### src/rtl/rgb_fmt_pkg.sv
package rgb_fmt_pkg;

   localparam int CTRL_W = 17;

   typedef struct packed {
      logic       csync;
      logic [1:0] order;
      logic [2:0] pack;
      logic       inv_pclk;
      logic       inv_hs;
      logic       inv_vs;
      logic       inv_de;
      logic       neg_hs;
      logic       neg_vs;
      logic       neg_de;
      logic       dis_hs;
      logic       dis_vs;
      logic       dis_de;
      logic       en;
   } fmt_ctrl_t;

   typedef enum logic [1:0] {
      ORD_RGB = 2'd0,
      ORD_BGR = 2'd1,
      ORD_GRB = 2'd2,
      ORD_BRG = 2'd3
   } ord_e;

   typedef enum logic [2:0] {
      PK_ZERO     = 3'd0,
      PK_565_LO   = 3'd1,
      PK_565_LANE = 3'd2,
      PK_565_MID  = 3'd3,
      PK_666_LO   = 3'd4,
      PK_666_LANE = 3'd5,
      PK_888      = 3'd6,
      PK_RSVD     = 3'd7
   } pack_e;

   localparam int SIG_HS = 0;
   localparam int SIG_VS = 1;
   localparam int SIG_DE = 2;
   localparam int NSIG   = 3;

endpackage

### src/rtl/rgb_fmt_regs.sv
module rgb_fmt_regs
   import rgb_fmt_pkg::*;
#(
   parameter int          ADDR_W    = 4,
   parameter int          DATA_W    = 32,
   parameter int          CTRL_ADDR = 0,
   parameter logic [31:0] ID_VALUE  = 32'h0064_7069
) (
   input  logic              clk,
   input  logic              rst_n,
   input  logic [ADDR_W-1:0] bus_addr,
   input  logic              bus_we,
   input  logic [DATA_W-1:0] bus_wdata,
   output logic [DATA_W-1:0] bus_rdata,
   input  logic              vs_i,
   output fmt_ctrl_t         act_o,
   output logic              start_o
);

   localparam int PAD_W = DATA_W - CTRL_W;

   if (DATA_W < CTRL_W) begin : g_bad_data_w
      $error("rgb_fmt_regs: DATA_W too small for the control word");
   end
   if (CTRL_ADDR >= (1 << ADDR_W)) begin : g_bad_addr
      $error("rgb_fmt_regs: CTRL_ADDR outside the address space");
   end

   fmt_ctrl_t shadow_q;
   fmt_ctrl_t act_q;
   logic      vs_q;
   logic      en_q;
   logic      wr_ctrl;
   logic      vs_rise;
   fmt_ctrl_t wr_val;

   assign wr_ctrl = bus_we && (bus_addr == ADDR_W'(CTRL_ADDR));
   assign vs_rise = vs_i && !vs_q;
   assign wr_val  = fmt_ctrl_t'(bus_wdata[CTRL_W-1:0]);

   always_ff @(posedge clk or negedge rst_n) begin
      if (!rst_n) begin
         shadow_q <= '0;
         act_q    <= '0;
         vs_q     <= 1'b0;
         en_q     <= 1'b0;
      end else begin
         vs_q <= vs_i;
         en_q <= act_q.en;
         if (wr_ctrl) begin
            shadow_q <= wr_val;
         end
         if (!act_q.en) begin
            if (wr_ctrl) begin
               act_q <= wr_val;
            end
         end else if (vs_rise) begin
            act_q <= wr_ctrl ? wr_val : shadow_q;
         end
      end
   end

   always_comb begin
      if (bus_addr == ADDR_W'(CTRL_ADDR)) begin
         bus_rdata = {{PAD_W{1'b0}}, shadow_q};
      end else begin
         bus_rdata = DATA_W'(ID_VALUE);
      end
   end

   assign act_o   = act_q;
   assign start_o = act_q.en && !en_q;

endmodule

### src/rtl/rgb_fmt_pack.sv
module rgb_fmt_pack
   import rgb_fmt_pkg::*;
#(
   parameter int CW = 8
) (
   input  logic [3*CW-1:0] pix_i,
   input  logic [1:0]      order_i,
   input  logic [2:0]      pack_i,
   output logic [3*CW-1:0] data_o
);

   localparam int DW = 3 * CW;

   if (CW < 6) begin : g_bad_cw
      $error("rgb_fmt_pack: CW must be at least 6");
   end

   logic [CW-1:0] ch_r, ch_g, ch_b;
   logic [CW-1:0] sl_a, sl_b, sl_c;
   logic [4:0]    a5, b5, c5;
   logic [5:0]    a6, b6, c6;

   assign ch_r = pix_i[3*CW-1 -: CW];
   assign ch_g = pix_i[2*CW-1 -: CW];
   assign ch_b = pix_i[CW-1 -: CW];

   always_comb begin
      case (ord_e'(order_i))
         ORD_RGB: {sl_a, sl_b, sl_c} = {ch_r, ch_g, ch_b};
         ORD_BGR: {sl_a, sl_b, sl_c} = {ch_b, ch_g, ch_r};
         ORD_GRB: {sl_a, sl_b, sl_c} = {ch_g, ch_r, ch_b};
         default: {sl_a, sl_b, sl_c} = {ch_b, ch_r, ch_g};
      endcase
   end

   assign a5 = sl_a[CW-1 -: 5];
   assign b5 = sl_b[CW-1 -: 5];
   assign c5 = sl_c[CW-1 -: 5];
   assign a6 = sl_a[CW-1 -: 6];
   assign b6 = sl_b[CW-1 -: 6];
   assign c6 = sl_c[CW-1 -: 6];

   always_comb begin
      case (pack_e'(pack_i))
         PK_565_LO:   data_o = DW'({a5, b6, c5});
         PK_565_LANE: data_o = {{(CW-5){1'b0}}, a5,
                                {(CW-6){1'b0}}, b6,
                                {(CW-5){1'b0}}, c5};
         PK_565_MID:  data_o = {{(CW-6){1'b0}}, a5, 1'b0,
                                {(CW-6){1'b0}}, b6,
                                {(CW-6){1'b0}}, c5, 1'b0};
         PK_666_LO:   data_o = DW'({a6, b6, c6});
         PK_666_LANE: data_o = {{(CW-6){1'b0}}, a6,
                                {(CW-6){1'b0}}, b6,
                                {(CW-6){1'b0}}, c6};
         PK_888:      data_o = {sl_a, sl_b, sl_c};
         default:     data_o = '0;
      endcase
   end

endmodule

### src/rtl/rgb_fmt_launch.sv
module rgb_fmt_launch #(
   parameter int W = 1
) (
   input  logic         clk,
   input  logic         rst_n,
   input  logic         idle_i,
   input  logic [W-1:0] idle_val_i,
   input  logic [W-1:0] d_i,
   input  logic         neg_sel_i,
   output logic [W-1:0] q_o
);

   if (W < 1) begin : g_bad_w
      $error("rgb_fmt_launch: W must be positive");
   end

   logic [W-1:0] rise_q;
   logic [W-1:0] fall_q;

   always_ff @(posedge clk or negedge rst_n) begin
      if (!rst_n) begin
         rise_q <= '0;
      end else begin
         rise_q <= idle_i ? idle_val_i : d_i;
      end
   end

   always_ff @(negedge clk or negedge rst_n) begin
      if (!rst_n) begin
         fall_q <= '0;
      end else begin
         fall_q <= rise_q;
      end
   end

   assign q_o = neg_sel_i ? fall_q : rise_q;

endmodule

### src/rtl/rgb_par_fmt.sv
module rgb_par_fmt
   import rgb_fmt_pkg::*;
#(
   parameter int          CW        = 8,
   parameter int          ADDR_W    = 4,
   parameter int          CTRL_ADDR = 0,
   parameter logic [31:0] ID_VALUE  = 32'h0064_7069
) (
   input  logic              clk,
   input  logic              rst_n,
   input  logic [ADDR_W-1:0] bus_addr,
   input  logic              bus_we,
   input  logic [31:0]       bus_wdata,
   output logic [31:0]       bus_rdata,
   input  logic [3*CW-1:0]   pix_i,
   input  logic              hs_i,
   input  logic              vs_i,
   input  logic              de_i,
   output logic              out_pclk,
   output logic              out_hs,
   output logic              out_vs,
   output logic              out_de,
   output logic [3*CW-1:0]   out_data
);

   localparam int DW = 3 * CW;

   fmt_ctrl_t        act;
   logic             start;
   logic             idle;
   logic [DW-1:0]    packed_px;
   logic [NSIG-1:0]  sig_raw, sig_inv, sig_dis, sig_neg, sig_pin;

   rgb_fmt_regs #(
      .ADDR_W   (ADDR_W),
      .DATA_W   (32),
      .CTRL_ADDR(CTRL_ADDR),
      .ID_VALUE (ID_VALUE)
   ) regs_i (
      .clk      (clk),
      .rst_n    (rst_n),
      .bus_addr (bus_addr),
      .bus_we   (bus_we),
      .bus_wdata(bus_wdata),
      .bus_rdata(bus_rdata),
      .vs_i     (vs_i),
      .act_o    (act),
      .start_o  (start)
   );

   rgb_fmt_pack #(.CW(CW)) pack_i (
      .pix_i  (pix_i),
      .order_i(act.order),
      .pack_i (act.pack),
      .data_o (packed_px)
   );

   assign idle = !act.en || start;

   assign sig_raw[SIG_HS] = hs_i;
   assign sig_raw[SIG_VS] = vs_i;
   assign sig_raw[SIG_DE] = act.csync ? (hs_i || vs_i) : de_i;
   assign sig_inv = {act.inv_de, act.inv_vs, act.inv_hs};
   assign sig_dis = {act.dis_de, act.dis_vs, act.dis_hs};
   assign sig_neg = {act.neg_de, act.neg_vs, act.neg_hs};

   for (genvar s = 0; s < NSIG; s++) begin : g_sig
      logic lvl;
      assign lvl = sig_dis[s] ? sig_inv[s] : (sig_raw[s] ^ sig_inv[s]);
      rgb_fmt_launch #(.W(1)) launch_i (
         .clk       (clk),
         .rst_n     (rst_n),
         .idle_i    (idle),
         .idle_val_i(sig_inv[s]),
         .d_i       (lvl),
         .neg_sel_i (sig_neg[s]),
         .q_o       (sig_pin[s])
      );
   end

   rgb_fmt_launch #(.W(DW)) launch_data_i (
      .clk       (clk),
      .rst_n     (rst_n),
      .idle_i    (idle),
      .idle_val_i({DW{1'b0}}),
      .d_i       (packed_px),
      .neg_sel_i (act.neg_de),
      .q_o       (out_data)
   );

   assign out_hs   = sig_pin[SIG_HS];
   assign out_vs   = sig_pin[SIG_VS];
   assign out_de   = sig_pin[SIG_DE];
   assign out_pclk = act.en && (clk ^ act.inv_pclk);

endmodule

### config.mk
export PLATFORM = sky130hd
export DESIGN_NAME = rgb_par_fmt
export DESIGN_NICKNAME = d
export VERILOG_FILES = /design/src/rtl/rgb_fmt_pkg.sv /design/src/rtl/rgb_fmt_regs.sv /design/src/rtl/rgb_fmt_pack.sv /design/src/rtl/rgb_fmt_launch.sv /design/src/rtl/rgb_par_fmt.sv
export SDC_FILE = /design/constraint.sdc
export NUM_CORES = 1
export LEC_CHECK = 0
export CAP_MARGIN = 20
export CORE_MARGIN = 10
export CORE_UTILIZATION = 49
export DETAILED_ROUTE_END_ITERATION = 10
export GPL_ROUTABILITY_DRIVEN = 0
export PLACE_DENSITY = 0.81
export SLEW_MARGIN = 20
export SYNTH_ARGS = -nofsm -noshare
export SYNTH_HDL_FRONTEND = slang
export SYNTH_SLANG_ARGS = --single-unit
### constraint.sdc
create_clock -name clk -period 2.2 [get_ports clk]
set_clock_uncertainty 0.1 [all_clocks]
set_input_delay 0.22 -clock clk [delete_from_list [all_inputs] [get_ports clk]]
set_output_delay 0.22 -clock clk [all_outputs]
set_load 0.005 [all_outputs]
# Word level (Yosys, flattened, before mapping)
# Cells that the tools add are included.
[totals]
wordCells = 87
out_inout_bits = 60
regBits = 90
inputBits = 66
[classes]
n_reduce_logical = 15
eq_ne = 9
n_mux = 21
bitwise = 4
[op_table]
columns = ["operator", "count"]
rows = [
  ["$pmux W24 S6", 1],
  ["$mux W17", 4],
  ["$mux W24", 2],
  ["$pmux W8 S2", 2],
  ["$mux W23", 1],
  ["$mux W1", 10],
  ["$eq A3 B3 Y1 const B", 3],
  ["$mux W8", 1],
  ["$eq A3 B2 Y1 const B", 2],
  ["$logic_and A1 B1 Y1", 4],
  ["$logic_not A4 Y1", 1],
  ["$reduce_or A2 Y1", 2],
  ["$xor A1 B1 Y1", 4],
  ["$eq A3 B1 Y1 const B", 1],
  ["$logic_not A1 Y1", 3],
  ["$eq A2 B1 Y1 const B", 1],
  ["$eq A2 B2 Y1 const B", 1],
  ["$logic_not A2 Y1", 1],
  ["$logic_or A1 B1 Y1", 2],
  ["$ne A2 B2 Y1 const B", 1],
  ["$reduce_and A2 Y1", 1],
  ["$reduce_bool A2 Y1", 1],
]

# Longest topological paths before layout
# Gate-level depths: netlist of the first run.
[logic_depth]
word_depth = 5
depth_mapped = 6
depth_no_buf = 5

# Cells and area by module
# Synthesis of the first run repeated with hierarchy kept, for this count alone.
[hier_totals]
hier_cells = 505
area_unflattened_um2 = 5429.0
[modules_own_cells]
columns = ["mod", "cells_per_inst", "seq_area_each_um2", "area_each_um2", "instances"]
rows = [
  ["rgb_fmt_launch (launch_data_i)", 102, 1201.2, 1994.4, 1],
  ["rgb_fmt_regs", 196, 900.9, 1940.6, 1],
  ["rgb_fmt_pack", 183, 0.0, 1167.4, 1],
  ["rgb_fmt_launch (g_sig[0].launch_i ...)", 4, 50.0, 80.1, 3],
  ["rgb_par_fmt", 12, 0.0, 86.3, 1],
]

==> impl.org, run 1 <==
** Die
- During I/O placement, the number of pins put on the boundary was 126.
- Die outline width :: 117.5 um
- The core region is 9240 um^2.
- Initial core utilization :: 0.5037
- The die is 117.5 um tall.
- The floorplan step defined a die boundary enclosing 13,800 um^2.
- Row count :: 35

** Yosys
- Most frequently used flop master after synthesis :: dfrtp_1
- In this run the cell area of the synthesized design comes to 4654 um^2.
- For this run, asynchronously set or reset flops after synthesis account for 1.000.
- Seq/Total Area, Yosys :: 0.4839
- During synthesis, Yosys emitted a total of 0 warnings.
- Synthesis instantiated 56 different standard cells from the library.
- Flip-flop and latch count after synthesis :: 90
- Cells after Synth :: 429
- Average cell area after synthesis :: 10.85 um^2
- Number of synthesized flops with an enable pin :: 0

** Drt
- In the routed design, unresolved DRC markers number 0.
- Vias after detailed routing :: 3,910
- Wires add up to 12,870 um.
- Detailed-route wire length per cell :: 18.95 um
- Vias/cell :: 5.758
- The first routing iteration left 410 violations.
- Initial DRT Pass Iterations :: 5
- Final ANT Viol Nets :: 0

** Worst setup path
- The worst setup path is captured at a primary output.
- In this run the critical register-to-register path is launched from regs_i.act_o[15].
- For this design, the slowest cell found on the critical path is dfrtn_1.
- The worst setup path is launched from a flop.
- Data required time at the worst endpoint :: 1.88 ns
- Biggest cell delay along the critical path :: 0.34 ns
- R2R setup slack :: 0.12 ns
- Logic depth of the worst register-to-register path :: 6
- Along the worst path, the maximum fanout reaches 1.
- In this run the critical register-to-register path is captured at launch_data_i.rise_q[12].
- Walking the worst path, the cells encountered are mux2_4 -> buf_6.
- CP arrival :: 2.28 ns
- The worst setup path is of the flop to primary output kind.

** Power and ir drop
- Ratio of total power to cell area :: 1111 nW/um^2
- IR analysis of the VDD net gives a maximum drop of 0.6620 mV.
- Overall power after layout :: 7021 uW
- Lkg Pwr :: 0.002911 uW

** Min path
- Worst hold path class :: input port to asynchronous set/reset pin

** Global routing
- Total congestion overflow :: 0
- All-layer global routing usage :: 0.1807
- Vias in the first global route :: 4,008
- Number of antenna violations at the first check in global routing :: 0
- Largest net degree at the start of global routing :: 33
- Global-route wire length before repair :: 20,580 um

** Timing
- Number of pins with negative max-slew slack in the final report :: 0
- Adding up every negative setup slack in the final design gives -10.26 ns.
- Final-report setup violation count :: 27
- Setup slack on the critical path of the routed design comes to -0.3963 ns.
- The number of failing hold endpoints at the final stage came to 0.
- RSZ-0062 raised after global routing :: true
- In this run the tightest slew margin relative to its limit is 0.5651.
- Worst Tran Pin Value :: 0.6494 ns

** Place
- Post-placement cell count :: 655
- Summing all placed instances gives a cell area of 5838 um^2.
- After legalization and detailed placement, the total HPWL measured 9603 um.
- During placement, the flow inserted port buffers numbering 98.

** Finish
- At the end of the flow the core is filled with cells to 0.6837.
- Summing all multi-input logic gate instances after layout gives 2275 um^2.
- The area growth from synthesis to layout is 35.73%.
- Final std cells w/o fill :: 679
- Final #Nets :: 611
- Area taken by flip-flops and latches :: 2252 um^2
- Ratio of cells with drive above 1 in the final layout :: 0.2564
- The layout has 682 filler cells.
- Antenna cell count :: 0
- Layout Cell Area excl Fill :: 6317 um^2

** Run
- Max Cap Viol :: 0

** Clocking
- CTS tree :: done
- After clock tree synthesis, the clock-pin slew on the worst setup and hold paths is 0.10 ns.
- Skew-Pair Late Insertion Delay :: 0.47 ns

** Status
- Outcome :: finished, violations left
- Violated checks :: negative setup slack
-- power by group --
group | switching [uW] | leakage [uW] | internal [uW]
sequential | 351 | 0.00116 | 2050
combinational | 1620 | 0.00160 | 1550
clock | 637 | 0.000143 | 819
-- routing by layer --
metal,track usage,share of wire,vias to the layer above
met2,0.2906,0.49,232
met4,0.09042,0.034,0
li1,-,-,1766
met5,0,0,-
met1,0.2213,0.41,1866
met3,0.04365,0.074,46
-- critical path: cells and delay by family, from the launching register on --
family | cells | cell delay (ns)
mux | 1 | 0.26
buf+inv | 1 | 0.12
flops | 1 | 0.34
-- synthesized netlist by cell type, drive strengths merged, types with 6 or more instances --
cell type / number / area (um^2)
nand2b: 13 / 81.33
buf: 27 / 178.9
o22ai: 29 / 181.4
a21oi: 23 / 115.1
inv: 10 / 37.54
dfrtp: 63 / 1577
dfrtn: 27 / 675.7
nand2: 15 / 58.81
mux2i: 20 / 203.9
mux2: 52 / 585.6
clkbuf: 12 / 46.29
and2: 11 / 68.82
nor2: 40 / 150.1
o21ai: 13 / 68.81
a211oi: 6 / 45.04
nor3: 7 / 35.03
a22o: 6 / 52.55
-- logic make-up (layout without fill, tap and decap cells) --
family	Yosys count	count (layout)	synth area share
and+or+nand+nor	103	103	0.1129
buffers and inverters	51	161	0.05807
AOI/OAI and AO/OA	104	104	0.1479
other	1	12	0.0008057
xor gates and xnor gates	4	4	0.007526
muxes	76	76	0.1890
DFF	90	90	0.4839
-- sequential cells by signal, indices dropped and copies added, names as in the netlist --
name and cells:
g_sig.launch_i.fall_q 3, g_sig.launch_i.rise_q 3, launch_data_i.fall_q 24, launch_data_i.rise_q 24, regs_i.act_o 17, regs_i.en_q 1, regs_i.shadow_q 17, regs_i.vs_q 1
-- per-stage QoR --
stage                     setup WS, ns  hold WS (ns)
after floorplan                 0.2198       -0.1756
final                          -0.3963        0.1270
after global routing           -0.4314        0.1695
after CTS                      -0.4058        0.1378
after global placement         -0.2401       0.08972
after detailed placement       -0.2544        0.1013
-- layout by cell type, fill, tap and decap left out, types with 8 or more instances in the layout --
| cell type | count |
|---|---|
| and2_1 | 11 |
| nand2_1 | 14 |
| dfrtp_1 | 63 |
| mux2_4 | 27 |
| o22ai_1 | 29 |
| nor2_1 | 40 |
| clkdlybuf4s50_1 | 62 |
| buf_6 | 27 |
| a21oi_1 | 23 |
| o21ai_0 | 11 |
| inv_1 | 8 |
| mux2i_1 | 19 |
| nand2b_1 | 13 |
| mux2_2 | 25 |
| buf_4 | 28 |
| clkbuf_8 | 13 |
| dfrtn_1 | 27 |
| conb_1 | 12 |
-- how the worst max path moves through the flow --
stage / from / end / slack, ns / depth (start not counted)
6_report: launch_data_i.fall_q[19] / out_data[19] / -0.40 / 2
5_1_grt: launch_data_i.fall_q[0] / out_data[0] / -0.43 / 2
4_1_cts: launch_data_i.fall_q[2] / out_data[2] / -0.41 / 2
3_5_place_dp: launch_data_i.fall_q[6] / out_data[6] / -0.25 / 2
3_3_place_gp: launch_data_i.fall_q[20] / out_data[20] / -0.24 / 2
2_1_floorplan: launch_data_i.fall_q[0] / out_data[0] / 0.22 / 1
-- area by class of cell --
class,instances,area share
multi-input cells,299,0.3601
flip-flops and latches,90,0.3565
repair buffers,129,0.2070
clock buffers,14,0.02971
well taps,129,0.02555
clock inverters,6,0.01406
inverters,12,0.007130
-- what timing repair did --
action	in CTS	in global routing
gates cloned	2	0
setup endpoints to repair	32	37
pin swaps	1	1
setup buffers	1	1
hold buffers	1	0
endpoints found under the hold margin	12	0
gates resized for setup	169	2
(Power assumes the default switching activity.)
==> run 2, diff against run 1 <==
clock period = 2.82 ns   (was 2.2 ns; I/O delays follow)
==> run 2 against run 1 <==
  * The flow still finishes with violations (negative setup slack)
  * Register-to-register slack better by 0.45 ns
  * Highest routed layer unchanged
  * Sequential share of layout area increased by 1.2 points
  * Total power shrank 25%
  * Core utilization is 2.3 points lower
  * Combinational power decreased by 26%
  * Critical path depth stayed put
  * Final area down 3.3%
  * Critical path type unchanged
  * Largest power group unchanged
==> impl.org, run 2 (same netlist as run 1, synthesis figures left out) <==
** Power and ir drop
- The net switching power figure was 2048 uW (-22%).
- Switching Share :: 0.3880 (+0.01603)
- The static leakage power is 0.002768 uW (-4.9%).
- The areal power density over the cells was 864.3 nW/um^2 (-22%).
- Largest vdd supply drop :: 0.6055 mV (-8.5%)
- Internal :: 3230 uW (-27%)
- Fraction of power consumed by combinational cells :: 0.441 (-0.010)
- Relative contribution of the clock network to total power :: 0.203 (-0.004)
- The fraction of power consumed by sequential logic came to 0.356 (+0.015).

** Worst setup path
- The worst setup path is of the flop to primary output kind.
- Startpoint Class :: flop
- The data arrival time of the worst path was 2.61 ns (+0.33 ns).
- Kind of end point of the critical path :: primary output
- Max Fanout on Critical Path :: 1 (unchanged)
- Data required time at the worst endpoint :: 2.44 ns (+0.56 ns)
- Logic depth of the worst register-to-register path :: 5 (-1)
- Terminus of the critical flop-to-flop path :: launch_data_i.rise_q[19]
- The reg-to-reg setup timing slack is 0.57 ns (+0.45 ns).
- In this run the critical register-to-register path is launched from regs_i.act_o[15].

** Global routing
- The global-route usage over all layers is 0.1786 (-0.002065).
- The pin count of the biggest net entering global routing was 46 (+39%).
- Global-route wire length before repair :: 20,530 um (-0.23%)
- The total grt overflow is 0 (unchanged).
- Number of antenna violations at the first check in global routing :: 0 (unchanged)
- Vias in the first global route :: 4,048 (+1.0%)

** Clocking
- CTS tree :: done
- The clock slew at the register clock pins of the worst setup and hold paths was 0.10 ns (about the same).
- Skew-Pair Late Insertion Delay :: 0.47 ns (about the same)

** Timing
- The number of failing hold endpoints at the final stage was 0 (unchanged).
- The max-slew violation total from the final report is 0 (unchanged).
- The worst slack on hold paths is 0.2455 ns (+0.1185 ns).
- The relative slew slack came to 0.4882 (-0.07687).
- The post-route worst setup slack was -0.1689 ns (+0.2274 ns).
- The setup total negative slack is -3.791 ns (+6.464 ns).
- The final number of setup-violating endpoints came to 27 (unchanged).
- The measured slew at the worst slew-check pin was 0.7643 ns (+0.1150 ns).
- Setup repair after global routing could not meet its margin everywhere.

** Place
- HPWL after detailed placement :: 9389 um (-2.2%)
- Post-placement cell area :: 5715 um^2 (-2.1%)
- Port Buffers :: 98 (unchanged)

** Drt
- Detailed-route wire length per cell :: 19.01 um (+0.33%)
- Vias/cell :: 5.838 (+1.4%)
- The count of vias placed by the detailed router is 3,865 (-1.2%).
- The number of nets with antenna violations after routing was 0 (unchanged).
- The residual DRC count was 0 (unchanged).
- Starting DRC count in detailed routing :: 429 (+4.6%)
- Total length of routed wires :: 12,590 um (-2.2%)
- Initial DRT Pass Iterations :: 5 (unchanged)

** Die
- Die Y-Extent :: 117.5 um (unchanged)
- I/O pin total :: 126 (unchanged)
- The horizontal extent of the die is 117.5 um (unchanged).
- Area of the die :: 13,800 um^2 (unchanged)
- Core Region :: 9240 um^2 (unchanged)
- The placement row count is 35 (unchanged).
- The starting utilization of the core area is 0.5037 (unchanged).

** Finish
- Final #Nets :: 594 (-2.8%)
- The post-route standard cell area excluding fillers was 6107 um^2 (-3.3%).
- Area growth from synthesis to layout :: 31.21%
- The count of antenna diodes in the layout came to 0 (unchanged).
- The fraction of layout instances using a drive strength above 1 was 0.2345 (-0.02184).
- The utilization after layout came to 0.6609 (-0.02275).
- In the final layout, the registers with the most flip-flops are launch_data_i.fall_q x24, launch_data_i.rise_q x24.
- In the layout the commonest cells are clkdlybuf4s50_1, dfrtp_1, nor2_1.
- Most common cell after layout, fill and taps aside :: clkdlybuf4s50_1

** Run
- Max Cap Viol :: 0 (unchanged)

** Status
- Violated checks :: negative setup slack
- The run finished, with violations left.

** Min path
- Worst hold path class :: input port to asynchronous set/reset pin
-- run 2: repair_timing --
item,in CTS,in global routing
buffers inserted,0,0
hold buffers,1,0
endpoints found under the hold margin,14,0
resized for setup,162,0
endpoints found under the setup margin,27,27
-- run 2: how the worst max path moves through the flow --
stage	start	end	cells past startpoint
6_report	launch_data_i.fall_q[1]	out_data[1]	2
5_1_grt	launch_data_i.fall_q[1]	out_data[1]	2
4_1_cts	g_sig[1].launch_i.fall_q	out_vs	2
3_5_place_dp	g_sig[1].launch_i.fall_q	out_vs	2
3_3_place_gp	g_sig[1].launch_i.fall_q	out_vs	2
2_1_floorplan	launch_data_i.fall_q[0]	out_data[0]	1
-- run 2: power groups by stage --
stage	clock, uW	combinational (uW)	sequential, uW
global placement	38.5	2080	1870
CTS	1080	2280	1870
detailed placement	38.5	2150	1890
global route	1150	2500	1920
floorplan	24.3	1640	1720
finish	1070	2330	1880
-- run 2: layer usage --
metal / GRT usage / vias to the layer above / wire length (um)
li1: - / 1733 / -
met1: 0.2128 / 1853 / 4911
met2: 0.2969 / 240 / 6293
met3: 0.04940 / 39 / 1017
met4: 0.07342 / 0 / 364
met5: 0 / - / 0
-- run 2: final cells by class --
cell class | count | area [um^2]
Clock buffer | 13 | 175.2
Clock inverter | 7 | 81.33
Fill cell | 673 | 3133
Inverter | 12 | 45.04
Multi-Input combinational cell | 299 | 2275
Sequential cell | 90 | 2252
Tap cell | 129 | 161.4
Timing Repair Buffer | 112 | 1117
-- run 2: per-stage QoR --
stage          worst slack, ns  total power (uW)  cells
6_report               -0.1689              5279    662
5_1_grt                -0.2218              5575    662
4_1_cts                -0.1707              5235    662
3_5_place_dp          -0.01899              4077    642
3_3_place_gp         -0.001423              3989    641
2_1_floorplan           0.4678              3390    440
-- run 2: worst max-delay path, stage by stage, from the launching register on --
cell	delay, ns
dfrtn_1	0.35
mux2_4	0.27
buf_6	0.12
